==> src/rtl/rew_pkg.sv <==
package rew_pkg;
  typedef enum logic [1:0] {
    ST_IDLE,
    ST_ARMED,
    ST_TIMING,
    ST_HALT
  } rewState_e;

  typedef struct packed {
    logic clearAll;
    logic advance;
    logic capture;
    logic setOvf;
  } rewCtrl_t;
endpackage

==> src/rtl/rew_rail_lane.sv <==
module rew_rail_lane #(
  parameter int SAMPLE_W  = 12,
  parameter int RUN_LEN   = 25,
  parameter int THR_NUM   = 243,
  parameter int THR_SHIFT = 8,
  parameter int RUN_W     = 5
) (
  input  logic                clk,
  input  logic                rstN,
  input  logic                clearAll,
  input  logic                advance,
  input  logic [SAMPLE_W-1:0] level,
  input  logic [SAMPLE_W-1:0] nominal,
  output logic                dropNow
);
  localparam int PROD_W = SAMPLE_W + $clog2(THR_NUM + 1);

  logic [PROD_W-1:0] scaled;
  logic [PROD_W-1:0] thrLevel;
  logic              below;
  logic [RUN_W-1:0]  runCnt;

  assign scaled   = PROD_W'(nominal) * PROD_W'(THR_NUM);
  assign thrLevel = scaled >> THR_SHIFT;
  assign below    = PROD_W'(level) < thrLevel;
  assign dropNow  = below && (runCnt == RUN_W'(RUN_LEN - 1));

  always_ff @(posedge clk or negedge rstN) begin
    if (!rstN) begin
      runCnt <= '0;
    end else if (clearAll) begin
      runCnt <= '0;
    end else if (advance) begin
      if (!below) begin
        runCnt <= '0;
      end else if (runCnt != RUN_W'(RUN_LEN)) begin
        runCnt <= runCnt + 1'b1;
      end
    end
  end
endmodule

==> src/rtl/rew_ctrl.sv <==
module rew_ctrl
  import rew_pkg::*;
(
  input  logic     clk,
  input  logic     rstN,
  input  logic     arm,
  input  logic     sampleStb,
  input  logic     pwrGood,
  input  logic     dropAny,
  input  logic     tickAtMax,
  output rewCtrl_t ctl
);
  rewState_e state, stateNxt;
  logic      pgPrev, pgPrevNxt;

  always_comb begin
    stateNxt  = state;
    pgPrevNxt = pgPrev;
    ctl       = '0;
    if (arm) begin
      ctl.clearAll = 1'b1;
      stateNxt     = ST_ARMED;
      pgPrevNxt    = 1'b0;
    end else begin
      unique case (state)
        ST_ARMED: begin
          if (sampleStb) begin
            pgPrevNxt = pwrGood;
            if (pgPrev && !pwrGood) begin
              ctl.advance = 1'b1;
              stateNxt    = ST_TIMING;
            end
          end
        end
        ST_TIMING: begin
          if (sampleStb) begin
            if (dropAny) begin
              ctl.advance = 1'b1;
              ctl.capture = 1'b1;
              stateNxt    = ST_HALT;
            end else if (pwrGood) begin
              stateNxt = ST_IDLE;
            end else if (tickAtMax) begin
              ctl.setOvf = 1'b1;
              stateNxt   = ST_HALT;
            end else begin
              ctl.advance = 1'b1;
            end
          end
        end
        default: ;
      endcase
    end
  end

  always_ff @(posedge clk or negedge rstN) begin
    if (!rstN) begin
      state  <= ST_IDLE;
      pgPrev <= 1'b0;
    end else begin
      state  <= stateNxt;
      pgPrev <= pgPrevNxt;
    end
  end

  AST_CAPTURE_IN_TIMING: assert property (@(posedge clk) disable iff (!rstN)
    ctl.capture |-> (state == ST_TIMING) && sampleStb);
  AST_ONE_OUTCOME: assert property (@(posedge clk) disable iff (!rstN)
    $onehot0({ctl.capture, ctl.setOvf}));
endmodule

==> src/rtl/rew_datapath.sv <==
module rew_datapath
  import rew_pkg::*;
#(
  parameter int NUM_RAILS = 3,
  parameter int SAMPLE_W  = 12,
  parameter int CNT_W     = 16,
  parameter int RUN_LEN   = 25,
  parameter int THR_NUM   = 243,
  parameter int THR_SHIFT = 8,
  parameter int IDX_W     = 2
) (
  input  logic                          clk,
  input  logic                          rstN,
  input  rewCtrl_t                      ctl,
  input  logic [NUM_RAILS*SAMPLE_W-1:0] railLevel,
  input  logic [NUM_RAILS*SAMPLE_W-1:0] railNominal,
  output logic                          dropAny,
  output logic                          tickAtMax,
  output logic [CNT_W-1:0]              windowTicks,
  output logic                          windowValid,
  output logic                          windowOverflow,
  output logic [IDX_W-1:0]              sagRail
);
  localparam int              RUN_W    = $clog2(RUN_LEN + 1);
  localparam logic [CNT_W-1:0] TICK_MAX = {CNT_W{1'b1}};
  localparam logic [CNT_W-1:0] RUN_BACK = CNT_W'(RUN_LEN - 1);

  logic [NUM_RAILS-1:0] dropVec;
  logic [IDX_W-1:0]     firstIdx;
  logic [CNT_W-1:0]     tickCnt;

  for (genvar r = 0; r < NUM_RAILS; r++) begin : g_lane
    rew_rail_lane #(
      .SAMPLE_W (SAMPLE_W),
      .RUN_LEN  (RUN_LEN),
      .THR_NUM  (THR_NUM),
      .THR_SHIFT(THR_SHIFT),
      .RUN_W    (RUN_W)
    ) u_lane (
      .clk     (clk),
      .rstN    (rstN),
      .clearAll(ctl.clearAll),
      .advance (ctl.advance),
      .level   (railLevel[r*SAMPLE_W +: SAMPLE_W]),
      .nominal (railNominal[r*SAMPLE_W +: SAMPLE_W]),
      .dropNow (dropVec[r])
    );
  end

  always_comb begin
    firstIdx = '0;
    for (int i = NUM_RAILS - 1; i >= 0; i--) begin
      if (dropVec[i]) firstIdx = IDX_W'(i);
    end
  end

  assign dropAny   = |dropVec;
  assign tickAtMax = (tickCnt == TICK_MAX);

  always_ff @(posedge clk or negedge rstN) begin
    if (!rstN) begin
      tickCnt <= '0;
    end else if (ctl.clearAll) begin
      tickCnt <= '0;
    end else if (ctl.advance && !tickAtMax) begin
      tickCnt <= tickCnt + 1'b1;
    end
  end

  always_ff @(posedge clk or negedge rstN) begin
    if (!rstN) begin
      windowTicks    <= '0;
      windowValid    <= 1'b0;
      windowOverflow <= 1'b0;
      sagRail        <= '0;
    end else if (ctl.clearAll) begin
      windowTicks    <= '0;
      windowValid    <= 1'b0;
      windowOverflow <= 1'b0;
      sagRail        <= '0;
    end else if (ctl.capture) begin
      windowTicks <= tickCnt - RUN_BACK;
      windowValid <= 1'b1;
      sagRail     <= firstIdx;
    end else if (ctl.setOvf) begin
      windowTicks    <= TICK_MAX;
      windowOverflow <= 1'b1;
    end
  end

  AST_VALID_OVF_EXCL: assert property (@(posedge clk) disable iff (!rstN)
    !(windowValid && windowOverflow));
  AST_WINDOW_RANGE: assert property (@(posedge clk) disable iff (!rstN)
    windowValid |-> windowTicks <= TICK_MAX - RUN_BACK);
  AST_RAIL_RANGE: assert property (@(posedge clk) disable iff (!rstN)
    windowValid |-> int'(sagRail) < NUM_RAILS);
  AST_RESULT_HELD: assert property (@(posedge clk) disable iff (!rstN)
    windowValid && !ctl.clearAll |=> windowValid && $stable(windowTicks) && $stable(sagRail));
endmodule

==> src/rtl/rew_timer.sv <==
module rew_timer
  import rew_pkg::*;
#(
  parameter int NUM_RAILS = 3,
  parameter int SAMPLE_W  = 12,
  parameter int CNT_W     = 16,
  parameter int RUN_LEN   = 25,
  parameter int THR_NUM   = 243,
  parameter int THR_SHIFT = 8,
  localparam int IDX_W    = (NUM_RAILS > 1) ? $clog2(NUM_RAILS) : 1
) (
  input  logic                          clk,
  input  logic                          rstN,
  input  logic                          arm,
  input  logic                          sampleStb,
  input  logic                          pwrGood,
  input  logic [NUM_RAILS*SAMPLE_W-1:0] railLevel,
  input  logic [NUM_RAILS*SAMPLE_W-1:0] railNominal,
  output logic [CNT_W-1:0]              windowTicks,
  output logic                          windowValid,
  output logic                          windowOverflow,
  output logic [IDX_W-1:0]              sagRail
);
  rewCtrl_t ctl;
  logic     dropAny;
  logic     tickAtMax;

  rew_ctrl u_ctrl (
    .clk      (clk),
    .rstN     (rstN),
    .arm      (arm),
    .sampleStb(sampleStb),
    .pwrGood  (pwrGood),
    .dropAny  (dropAny),
    .tickAtMax(tickAtMax),
    .ctl      (ctl)
  );

  rew_datapath #(
    .NUM_RAILS(NUM_RAILS),
    .SAMPLE_W (SAMPLE_W),
    .CNT_W    (CNT_W),
    .RUN_LEN  (RUN_LEN),
    .THR_NUM  (THR_NUM),
    .THR_SHIFT(THR_SHIFT),
    .IDX_W    (IDX_W)
  ) u_dp (
    .clk           (clk),
    .rstN          (rstN),
    .ctl           (ctl),
    .railLevel     (railLevel),
    .railNominal   (railNominal),
    .dropAny       (dropAny),
    .tickAtMax     (tickAtMax),
    .windowTicks   (windowTicks),
    .windowValid   (windowValid),
    .windowOverflow(windowOverflow),
    .sagRail       (sagRail)
  );

  AST_ARM_CLEARS: assert property (@(posedge clk) disable iff (!rstN)
    arm |=> !windowValid && !windowOverflow && (windowTicks == '0));
endmodule

==> config.mk <==
export PLATFORM = sky130hd
export DESIGN_NAME = rew_timer
export DESIGN_NICKNAME = d
export VERILOG_FILES = /design/src/rtl/rew_pkg.sv /design/src/rtl/rew_rail_lane.sv /design/src/rtl/rew_ctrl.sv /design/src/rtl/rew_datapath.sv /design/src/rtl/rew_timer.sv
export SDC_FILE = /design/constraint.sdc
export NUM_CORES = 1
export LEC_CHECK = 0
export ABC_AREA = 1
export BUFFER_PORTS_ARGS = -buffer_cell sky130_fd_sc_hd__buf_2
export CORE_MARGIN = 3
export CORE_UTILIZATION = 45
export DETAILED_ROUTE_END_ITERATION = 16
export MAX_ROUTING_LAYER = met4
export PLACE_DENSITY_LB_ADDON = 0.3
export SLEW_MARGIN = 20
export SYNTH_ARGS = -nofsm -noshare
export SYNTH_HDL_FRONTEND = slang
export SYNTH_SLANG_ARGS = --single-unit
==> constraint.sdc <==
create_clock -name clk -period 3.2 [get_ports clk]
set_clock_uncertainty 0.2 [all_clocks]
set_input_delay 0 -clock clk [delete_from_list [all_inputs] [get_ports clk]]
set_output_delay 0 -clock clk [all_outputs]
set_load 0.02 [all_outputs]
==> flow_metrics.tcl <==
set metrics [dict create \
    synth-seq-cells 54 \
    htree_levels 2 \
    fin_crit_sh 1.728 \
    crit_slowest_cell "fa_1" \
    die_area_sq_mm 0.02345 \
    setup_tns_ns -121.11 \
    syn-mean-instance-area_sq_um 8.085 \
    cp-start-kind "primary input" \
    synth.distinct_cells 47 \
    cp_max_fo 7 \
    fill_cells 1727 \
    min_path_type "primary input to async pin" \
    syn_to_final_growth_pct 37.82 \
    num_rows 53 \
    syn_nets 1571 \
    dp_slack_ns -2.872 \
    clk_latency_ns 0.29 \
    wl_per_cell_um 12.88 \
    rsz0062_at_grt "yes" \
    layout-drive-gt1-share 0.3294 \
    fmax_ghz 0.1808 \
    gp_congestion 0.8809 \
    port_buffers 96 \
    netlist_instances 1205 \
    vias 8707 \
    crit_required_ns 3.18 \
    async_flop_share 1.000 \
    die_w_um 153.1 \
    synth_area_sq_mm 0.009742 \
    routed-wl-met2_um 12050 \
    setup_viol 53 \
    drtAntennaViolNets 0 \
    ys.flop_type "dfrtp_1" \
    path_common_cell "nand2_2" \
    drv_slew 0 \
    violations "negative setup slack" \
    status "finished, violations left" \
    dpl.hpwl_um 18270 \
    clockRootBuffer "clkbuf_16" \
    die_h_um 153.1 \
    powerDensity_mw_per_mm2 689.3 \
    r2r_slack_ns 0.47 \
    io_pins 97 \
    start_util 0.4605 \
    worst_slack_ns -2.330 \
    path_class "primary input to flip-flop" \
    ys_warn_count 0 \
    routed.top_layer "met4" \
    grt_pass1_vias 9064 \
    min_period_ns 5.530 \
    synth_edf_count 0 \
    tightest_slew_ns 0.7847 \
    cts_buffer_depth 2 \
    cts_sinks 54 \
    max_stage_delay_ns 0.52 \
    rr_endpoint "u_dp.windowTicks[11]$_DFFE_PN0P_" \
    r2r_cells 13 \
    antennaDiodeCount 0 \
    cap_violations 0 \
    fin_area_sq_mm 0.01343 \
    core-area_sq_mm 0.02115 \
    wl_met1_um 9955 \
    drt-total-wl_um 23140 \
    worst_setup_path_end_kind "flip-flop" \
    p_leak_nw 7.330 \
    drt_iter0_drc 270 \
    grt_overflow 0 \
    worstPathArrival_ns 5.51 \
    hold_violations 0 \
    antenna_found_initial 0 \
    grt_max_degree 34 \
    vdd_ir_drop_max_mv 0.4632 \
    clk_pin_slew_ns 0.07 \
    synth-seq-area-share 0.1387 \
    nNetsFinal 1887 \
    drc 0 \
    grt_usage 0.2032 \
    first_pass_iters 5 \
    reg2reg_from "u_dp.tickCnt[0]$_DFFE_PN0P_" \
    placed_area_sq_mm 0.01196 \
    slew_headroom 0.4769 \
    numCtsBuffers 5 \
    met3_wirelength_um 728 \
    vias_per_cell 4.848 \
    grt_pass1_wl_um 39720 \
    cts_tree "built" \
]
cell type report:
type,instances,area [sq um],area share
multi-input cells,856,8127,0.6053
inverters,282,1074,0.07996
repair buffers,322,2362,0.1759
well taps,275,344.1,0.02563
flip-flops and latches,54,1351,0.1006
clock buffers,6,138.9,0.01034
clock inverters,1,30.03,0.002237
critical path: cells and delay by family:
kind,cells,cell delay [ns]
AND/OR/NAND/NOR,25,1.87
XOR/XNOR,1,0.14
adder cells (fa/ha/maj),6,2.65
AO/OA/AOI/OAI,3,0.47
buffers and inverters,4,0.37
timing repair:
item	CTS	global route
pin swaps	73	60
hold buffers	5	0
endpoints found under the setup margin	53	53
gates resized for setup	118	91
setup buffers	38	16
cloned	2	1
endpoints found under the hold margin	37	0
logic make-up (layout without fill, tap and decap cells):
kind of cell | count (synthesis) | count (layout) | synth area share
simple gates | 433 | 435 | 0.1954
buf+inv | 297 | 611 | 0.1165
fa+ha+maj | 289 | 289 | 0.4521
compound gates | 79 | 79 | 0.04971
flops | 54 | 54 | 0.1387
xor+xnor | 53 | 53 | 0.04765
flip-flops by register name, indices dropped and copies added, names as in the netlist:
register,cells
u_dp.windowTicks,16
u_ctrl.pgPrev,1
u_dp.windowOverflow,1
u_dp.sagRail,2
u_ctrl.state,2
u_dp.windowValid,1
u_dp.g_lane.u_lane.runCnt,15
u_dp.tickCnt,16
routing by layer:
metal / vias up / track usage
li1: 4412 / -
met1: 4101 / 0.2527
met2: 158 / 0.3670
met3: 36 / 0.01444
met4: 0 / 0.03861
met5: - / -
worst max-delay path by stage:
stage	start	end	slack, ns	cells past startpoint
after detailed placement	railNominal[4]	u_dp.g_lane[0].u_lane.runCnt[2]$_DFFE_PN0P_	-2.87	32
final	railNominal[12]	u_dp.tickCnt[9]$_DFFE_PN0P_	-2.33	39
after global placement	railNominal[4]	u_dp.g_lane[0].u_lane.runCnt[1]$_DFFE_PN0P_	-2.74	32
after floorplan	railNominal[26]	u_dp.windowTicks[11]$_DFFE_PN0P_	-2.22	37
after CTS	railNominal[24]	u_dp.windowTicks[5]$_DFFE_PN0P_	-2.25	38
after global routing	railNominal[12]	u_dp.windowTicks[7]$_DFFE_PN0P_	-2.60	39
per-stage QoR:
stage	cells	utilization	hold WS [ns]	total power, mW
2_1_floorplan	1205	-	-0.4956	4.886
3_3_place_gp	1729	0.5652	-0.08931	7.076
3_5_place_dp	1729	0.5652	-0.08714	7.253
4_1_cts	1781	0.6143	0.1452	8.619
5_1_grt	1796	0.6347	0.1867	10.39
6_report	1796	0.6347	0.1289	9.255
synth_stat cells, types with 3 or more instances:
| master | instances | area (sq um) |
|---|---|---|
| a21o_1 | 5 | 37.54 |
| fa_1 | 105 | 2102 |
| clkbuf_1 | 7 | 26.28 |
| o21ai_0 | 15 | 75.07 |
| nand3_1 | 90 | 450.4 |
| nor4_1 | 7 | 43.79 |
| nand3b_1 | 4 | 30.03 |
| buf_2 | 4 | 20.02 |
| nor3_1 | 20 | 100.1 |
| xnor2_1 | 20 | 175.2 |
| inv_1 | 281 | 1055 |
| xor2_1 | 33 | 289.0 |
| dfrtp_1 | 54 | 1351 |
| ha_1 | 184 | 2302 |
| nand2_1 | 229 | 859.6 |
| nand4_1 | 12 | 75.07 |
| a31oi_1 | 3 | 18.77 |
| a21oi_1 | 36 | 180.2 |
| nor2_1 | 58 | 217.7 |
power breakdown:
group	leakage, nW	total [mW]	switching [mW]	internal [mW]
clock	0.0829	0.624	0.237	0.386
sequential	0.746	0.774	0.0541	0.720
combinational	6.50	7.86	3.84	4.02
total	7.33	9.26	4.13	5.13
layout by cell type (no fill, tap or decap), types with 5 or more instances in the layout:
master           n
clkbuf_16        5
a21o_1           5
nand4_1         12
xor2_1          33
o21ai_1         10
nand2_1        178
a21oi_2         12
nand2_8          7
inv_1          257
fa_1           104
xnor2_1         20
dfrtp_1         54
o21ai_0          6
a21oi_1         22
nand2_2         40
inv_2           20
dlygate4sd3_1    5
nand3_2         37
buf_2           88
nand2_4          7
buf_4          203
nor3_1          14
ha_1           172
nand3_4          5
buf_6           18
ha_4            12
nand3_1         49
nor2_1          52
nor3_2           6
nor4_1           7
buf_12           5
Power figures use the tool's default switching activity.
